==> config.mk <==
export PLATFORM = sky130hd
export DESIGN_NAME = text_raster
export DESIGN_NICKNAME = d
export VERILOG_FILES = /design/src/rtl/text_raster.sv
export SDC_FILE = /design/constraint.sdc
export NUM_CORES = 1
export LEC_CHECK = 0
export BUFFER_PORTS_ARGS = -buffer_cell sky130_fd_sc_hd__buf_2
export CAP_MARGIN = 20
export CORE_MARGIN = 5
export CORE_UTILIZATION = 49
export DETAILED_ROUTE_END_ITERATION = 8
export PLACE_DENSITY = 0.76
export RECOVER_POWER = 50
export SLEW_MARGIN = 40
export SYNTH_ARGS = -nofsm -noshare
export SYNTH_HDL_FRONTEND = slang
export SYNTH_SLANG_ARGS = --single-unit
==> constraint.sdc <==
create_clock -name clk -period 4.06 [get_ports clk]
set_input_delay 0.812 -clock clk [delete_from_list [all_inputs] [get_ports clk]]
set_output_delay 0.812 -clock clk [all_outputs]
set_load 0.02 [all_outputs]
==> src/rtl/text_raster.sv <==
module text_raster #(
  parameter int H_SYNC  = 96,
  parameter int H_BACK  = 48,
  parameter int H_ACT   = 640,
  parameter int H_FRONT = 16,
  parameter int V_SYNC  = 2,
  parameter int V_BACK  = 33,
  parameter int V_ACT   = 480,
  parameter int V_FRONT = 10,
  parameter int GLYPH_H = 16,
  parameter int CODE_W  = 7,
  parameter int DATA_W  = 8,
  parameter int CHAR_AW = 12,
  localparam int FONT_AW = CODE_W + $clog2(GLYPH_H)
) (
  input  logic               clk,
  input  logic               rst,
  output logic               hsync_n,
  output logic               vsync_n,
  output logic               red,
  output logic               green,
  output logic               blue,
  output logic               char_rd,
  output logic [CHAR_AW-1:0] char_addr,
  input  logic [DATA_W-1:0]  char_code,
  output logic               font_rd,
  output logic [FONT_AW-1:0] font_addr,
  input  logic [7:0]         font_byte
);

  localparam int H_TOT   = H_SYNC + H_BACK + H_ACT + H_FRONT;
  localparam int V_TOT   = V_SYNC + V_BACK + V_ACT + V_FRONT;
  localparam int HW      = $clog2(H_TOT);
  localparam int VW      = $clog2(V_TOT);
  localparam int H_START = H_SYNC + H_BACK;
  localparam int H_END   = H_START + H_ACT;
  localparam int V_START = V_SYNC + V_BACK;
  localparam int V_END   = V_START + V_ACT;
  localparam int COLS    = H_ACT / 8;
  localparam int CW      = $clog2(COLS);
  localparam int LW      = $clog2(GLYPH_H);
  localparam int RW      = VW - LW;

  logic [HW-1:0]      hcount;
  logic [VW-1:0]      vcount;
  logic               line_end, frame_end;
  logic               h_vis, v_vis;
  logic               sh_load;
  logic [7:0]         shreg;
  logic               pix;
  logic [HW:0]        col_pos;
  logic [VW-1:0]      line_pos;
  logic [CW-1:0]      column;
  logic [RW-1:0]      row;
  logic [LW-1:0]      scan;
  logic [CHAR_AW-1:0] row_base;

  assign line_end  = (hcount == HW'(H_TOT - 1));
  assign frame_end = (vcount == VW'(V_TOT - 1));

  always_ff @(posedge clk) begin
    if (rst) begin
      hcount <= '0;
      vcount <= '0;
    end else if (line_end) begin
      hcount <= '0;
      vcount <= frame_end ? '0 : vcount + 1'b1;
    end else begin
      hcount <= hcount + 1'b1;
    end
  end

  always_ff @(posedge clk) begin
    if (rst)                              hsync_n <= 1'b0;
    else if (line_end)                    hsync_n <= 1'b0;
    else if (hcount == HW'(H_SYNC - 1))   hsync_n <= 1'b1;
  end

  always_ff @(posedge clk) begin
    if (rst) vsync_n <= 1'b0;
    else if (line_end) begin
      if (frame_end)                        vsync_n <= 1'b0;
      else if (vcount == VW'(V_SYNC - 1))   vsync_n <= 1'b1;
    end
  end

  always_ff @(posedge clk) begin
    if (rst)                               h_vis <= 1'b0;
    else if (hcount == HW'(H_START - 1))   h_vis <= 1'b1;
    else if (hcount == HW'(H_END - 1))     h_vis <= 1'b0;
  end

  always_ff @(posedge clk) begin
    if (rst) v_vis <= 1'b0;
    else if (line_end) begin
      if (vcount == VW'(V_START - 1))      v_vis <= 1'b1;
      else if (vcount == VW'(V_END - 1))   v_vis <= 1'b0;
    end
  end

  assign char_rd = (hcount[2:0] == 3'd5);
  assign font_rd = (hcount[2:0] == 3'd6);
  assign sh_load = (hcount[2:0] == 3'd7);

  assign col_pos  = {1'b0, hcount} - (HW+1)'(H_START) + (HW+1)'(4);
  assign column   = col_pos[CW+2:3];
  assign line_pos = vcount - VW'(V_START);
  assign row      = line_pos[VW-1:LW];
  assign scan     = line_pos[LW-1:0];

  generate
    if (COLS == 80) begin : g_mul80
      assign row_base = CHAR_AW'({row, 6'd0}) + CHAR_AW'({row, 4'd0});
    end else begin : g_mulgen
      assign row_base = CHAR_AW'(row * COLS);
    end
  endgenerate

  assign char_addr = row_base + CHAR_AW'(column);
  assign font_addr = {char_code[CODE_W-1:0], scan};

  always_ff @(posedge clk) begin
    if (rst)          shreg <= '0;
    else if (sh_load) shreg <= font_byte;
    else              shreg <= {shreg[6:0], 1'b0};
  end

  always_ff @(posedge clk) begin
    if (rst) pix <= 1'b0;
    else     pix <= shreg[7] & h_vis & v_vis;
  end

  assign red   = pix;
  assign green = pix;
  assign blue  = pix;

  logic [DATA_W-CODE_W+3+HW-CW-3:0] unused_bits;
  assign unused_bits = {char_code[DATA_W-1:CODE_W], col_pos[2:0], col_pos[HW:CW+3]};

endmodule

==> impl_metrics.tcl <==
set metrics [dict create \
    status "complete, no violations" \
    drive_gt1_share_pct 23.21 \
    timing.setup.tns_ns 0 \
    layout_min_cycle_time_ns 3.955 \
    die_x_um 77.04 \
    antenna_found_initial 0 \
    crit_fanout 2 \
    ys_seq_area_share_pct 30.00 \
    synth_ff_type "dfxtp_1" \
    tritoncts "yes" \
    h-tree-depth 2 \
    synth_top_area_share_pct 30.00 \
    grt_pass1_wl_um 7652 \
    synth.avg_cell_area_um2 8.437 \
    setup_viol 0 \
    antenna_cells 0 \
    ys_async_sr_fraction_pct 0 \
    portBuffers 32 \
    timing.fmax_mhz 252.8 \
    critPathLaunchType "register" \
    drtAntennaViolNets 0 \
    wirelength_um 4521 \
    cp.arrival_ns 3.14 \
    syn_nets 301 \
    clk_pin_slew_ns 0.06 \
    peakVddDrop_mv 0.1696 \
    synth_cell_types 46 \
    syn-instance-count 261 \
    synth_seq_cells 33 \
    root_buffer "clkbuf_8" \
    hold_depth 2 \
    min_from "shreg[2]" \
    synthTopCellsByArea "dfxtp_1 30%, ha_1 11%, xor2_1 5.6%" \
    max-cap-violations 0 \
    overflow 0 \
    die_area_um2 5935 \
    drc 0 \
    final_cells 345 \
    cp.required_ns 3.25 \
    pin_count 48 \
    yosys.cell_count.top_type "dfxtp_1" \
    vias 1845 \
    worstHoldPathType "register to register" \
    yosys_warnings 0 \
    rows 24 \
    dp_hpwl_um 3223 \
    start_util_pct 50.57 \
    end_kind "output pin" \
    cts_sinks 33 \
    timing.hold.ws_ns 0.4640 \
    rsz0062_at_grt "yes" \
    drt_iter0_markers 87 \
    routedWlPerCell_um 13.10 \
    relSlewSlack_pct 53.58 \
    finClkSkew_ns 0.006070 \
    clock_path_buffers 2 \
    core_um2 4354 \
    syn_area_um2 2202 \
    cts_buffers 5 \
    place_congestion 0.8563 \
    p_leak_nw 1.037 \
    fillCellCount 376 \
    die_y_um 77.04 \
    multi_input_area_um2 1405 \
    synth_top_area_cell "dfxtp_1" \
    final-max-slew-violation-count 0 \
    reg2reg_depth 6 \
    syn2layout_area_growth_pct 17.50 \
    clock_latency_ns 0.28 \
    drtPass1Iterations 4 \
    hold_viol 0 \
    synth_common_cells "33 x dfxtp_1, 30 x nor2_1, 20 x ha_1, 18 x a21oi_1, 14 x xor2_1" \
    placedCellCount 332 \
    grt_util_all_layers_pct 15.38 \
    tightestPinTransition_ns 0.6909 \
    power.density_nw_per_um2 229.9 \
    setup.worst_path.class "register to output pin" \
    r2r_start "hcount[2]" \
    finalCritPeriodShare_pct 97.41 \
    crit_start "vcount[4]" \
    seq_area_um2 663.1 \
    synth_edf_count 0 \
    grt_max_degree 17 \
    final_nets 333 \
    via_per_inst 5.348 \
    grt_pass1_vias 1701 \
]
final timing paths:
kind	to	slack, ns
setup / recovery	char_addr[10]	0.10
hold / removal	shreg[3]	0.46
setup reg to reg	vcount[9]	1.82
hold reg to reg	shreg[3]	0.46
state kept, by name, summed over array words and instances (netlist names):
signal	count
vcount	10
hcount	10
vsync_n	1
h_vis	1
shreg	8
v_vis	1
blue	1
hsync_n	1
power by group:
part	internal (mW)	switching (mW)
Combinational	0.00764	0.0113
Clock	0.134	0.112
Sequential	0.327	0.00331
through the flow:
step	area, um2	utilization, %	setup WS (ns)	power, mW
3_5_place_dp	2371	54.45	0.01264	0.3569
6_report	2587	59.43	0.1050	0.5949
4_1_cts	2490	57.18	0.004778	0.6002
5_1_grt	2587	59.43	-0.01456	0.6205
3_3_place_gp	2371	54.45	0.04599	0.3560
2_1_floorplan	2208	-	0.01130	0.3592
layout by cell type, fill, tap and decap left out, types with 2 or more instances in the layout:
master / synthesis / final
nand3_1: 9 / 9
buf_2: 2 / 18
ha_2: 0 / 2
nor2_1: 30 / 30
dfxtp_1: 33 / 31
buf_6: 3 / 2
nand4_1: 6 / 6
o21ai_0: 8 / 6
clkbuf_1: 10 / 13
o31ai_1: 2 / 2
buf_4: 13 / 22
inv_1: 12 / 11
nor4_1: 3 / 3
xnor2_1: 12 / 12
dfxtp_2: 0 / 2
nor3_1: 9 / 8
a31oi_1: 2 / 2
or3_4: 1 / 2
clkbuf_8: 0 / 6
and2_1: 3 / 3
and4b_1: 2 / 2
ha_1: 20 / 16
nand2_1: 13 / 13
xor2_1: 14 / 13
a21oi_1: 18 / 18
mux2i_1: 7 / 7
or3_1: 6 / 5
ha_4: 0 / 2
layout make-up:
class | count | share of cell area, %
well taps | 52 | 2.515
repair buffers | 54 | 12.48
inverters | 12 | 1.741
flip-flops and latches | 33 | 25.63
clock buffers | 7 | 3.337
multi-input cells | 187 | 54.30
worst max-delay path, cell delays in order (launching register included):
cell and delay [ns]:
dfxtp_2 0.32, or3_4 0.40, o21ai_4 0.14, xor2_1 0.19, inv_1 0.08, fa_1 0.49, inv_2 0.05, ha_1 0.27
a21o_1 0.11, a21oi_1 0.07, or4b_4 0.48, o2111ai_2 0.09, buf_4 0.17
cells by family (layout without fill, tap and decap cells):
kind of cell               after synthesis  count (layout)  synth area share [%]
and+or+nand+nor                         92              92                 21.76
buffers and inverters                   41              73                 10.34
AOI/OAI and AO/OA                       40              40                 11.19
DFF                                     33              33                 30.00
xor gates and xnor gates                26              26                 10.34
adders and majority gates               22              22                 13.18
muxes                                    7               7                 3.182
layer usage:
layer  routed length, um  GRT usage (%)  share of wire [%]
met5                   0              0                  0
met2                2148          24.62                 48
met3                 265          3.044                5.9
met4                  72          6.873                1.6
met1                2035          19.91                 45
what timing repair did:
action | in CTS | in global routing
hold buffers | 0 | 0
buffers inserted | 1 | 5
gates resized for setup | 9 | 16
endpoints found under the setup margin | 2 | 2
pin swaps | 4 | 13
No activity file was read; power rests on OpenSTA's default activity.
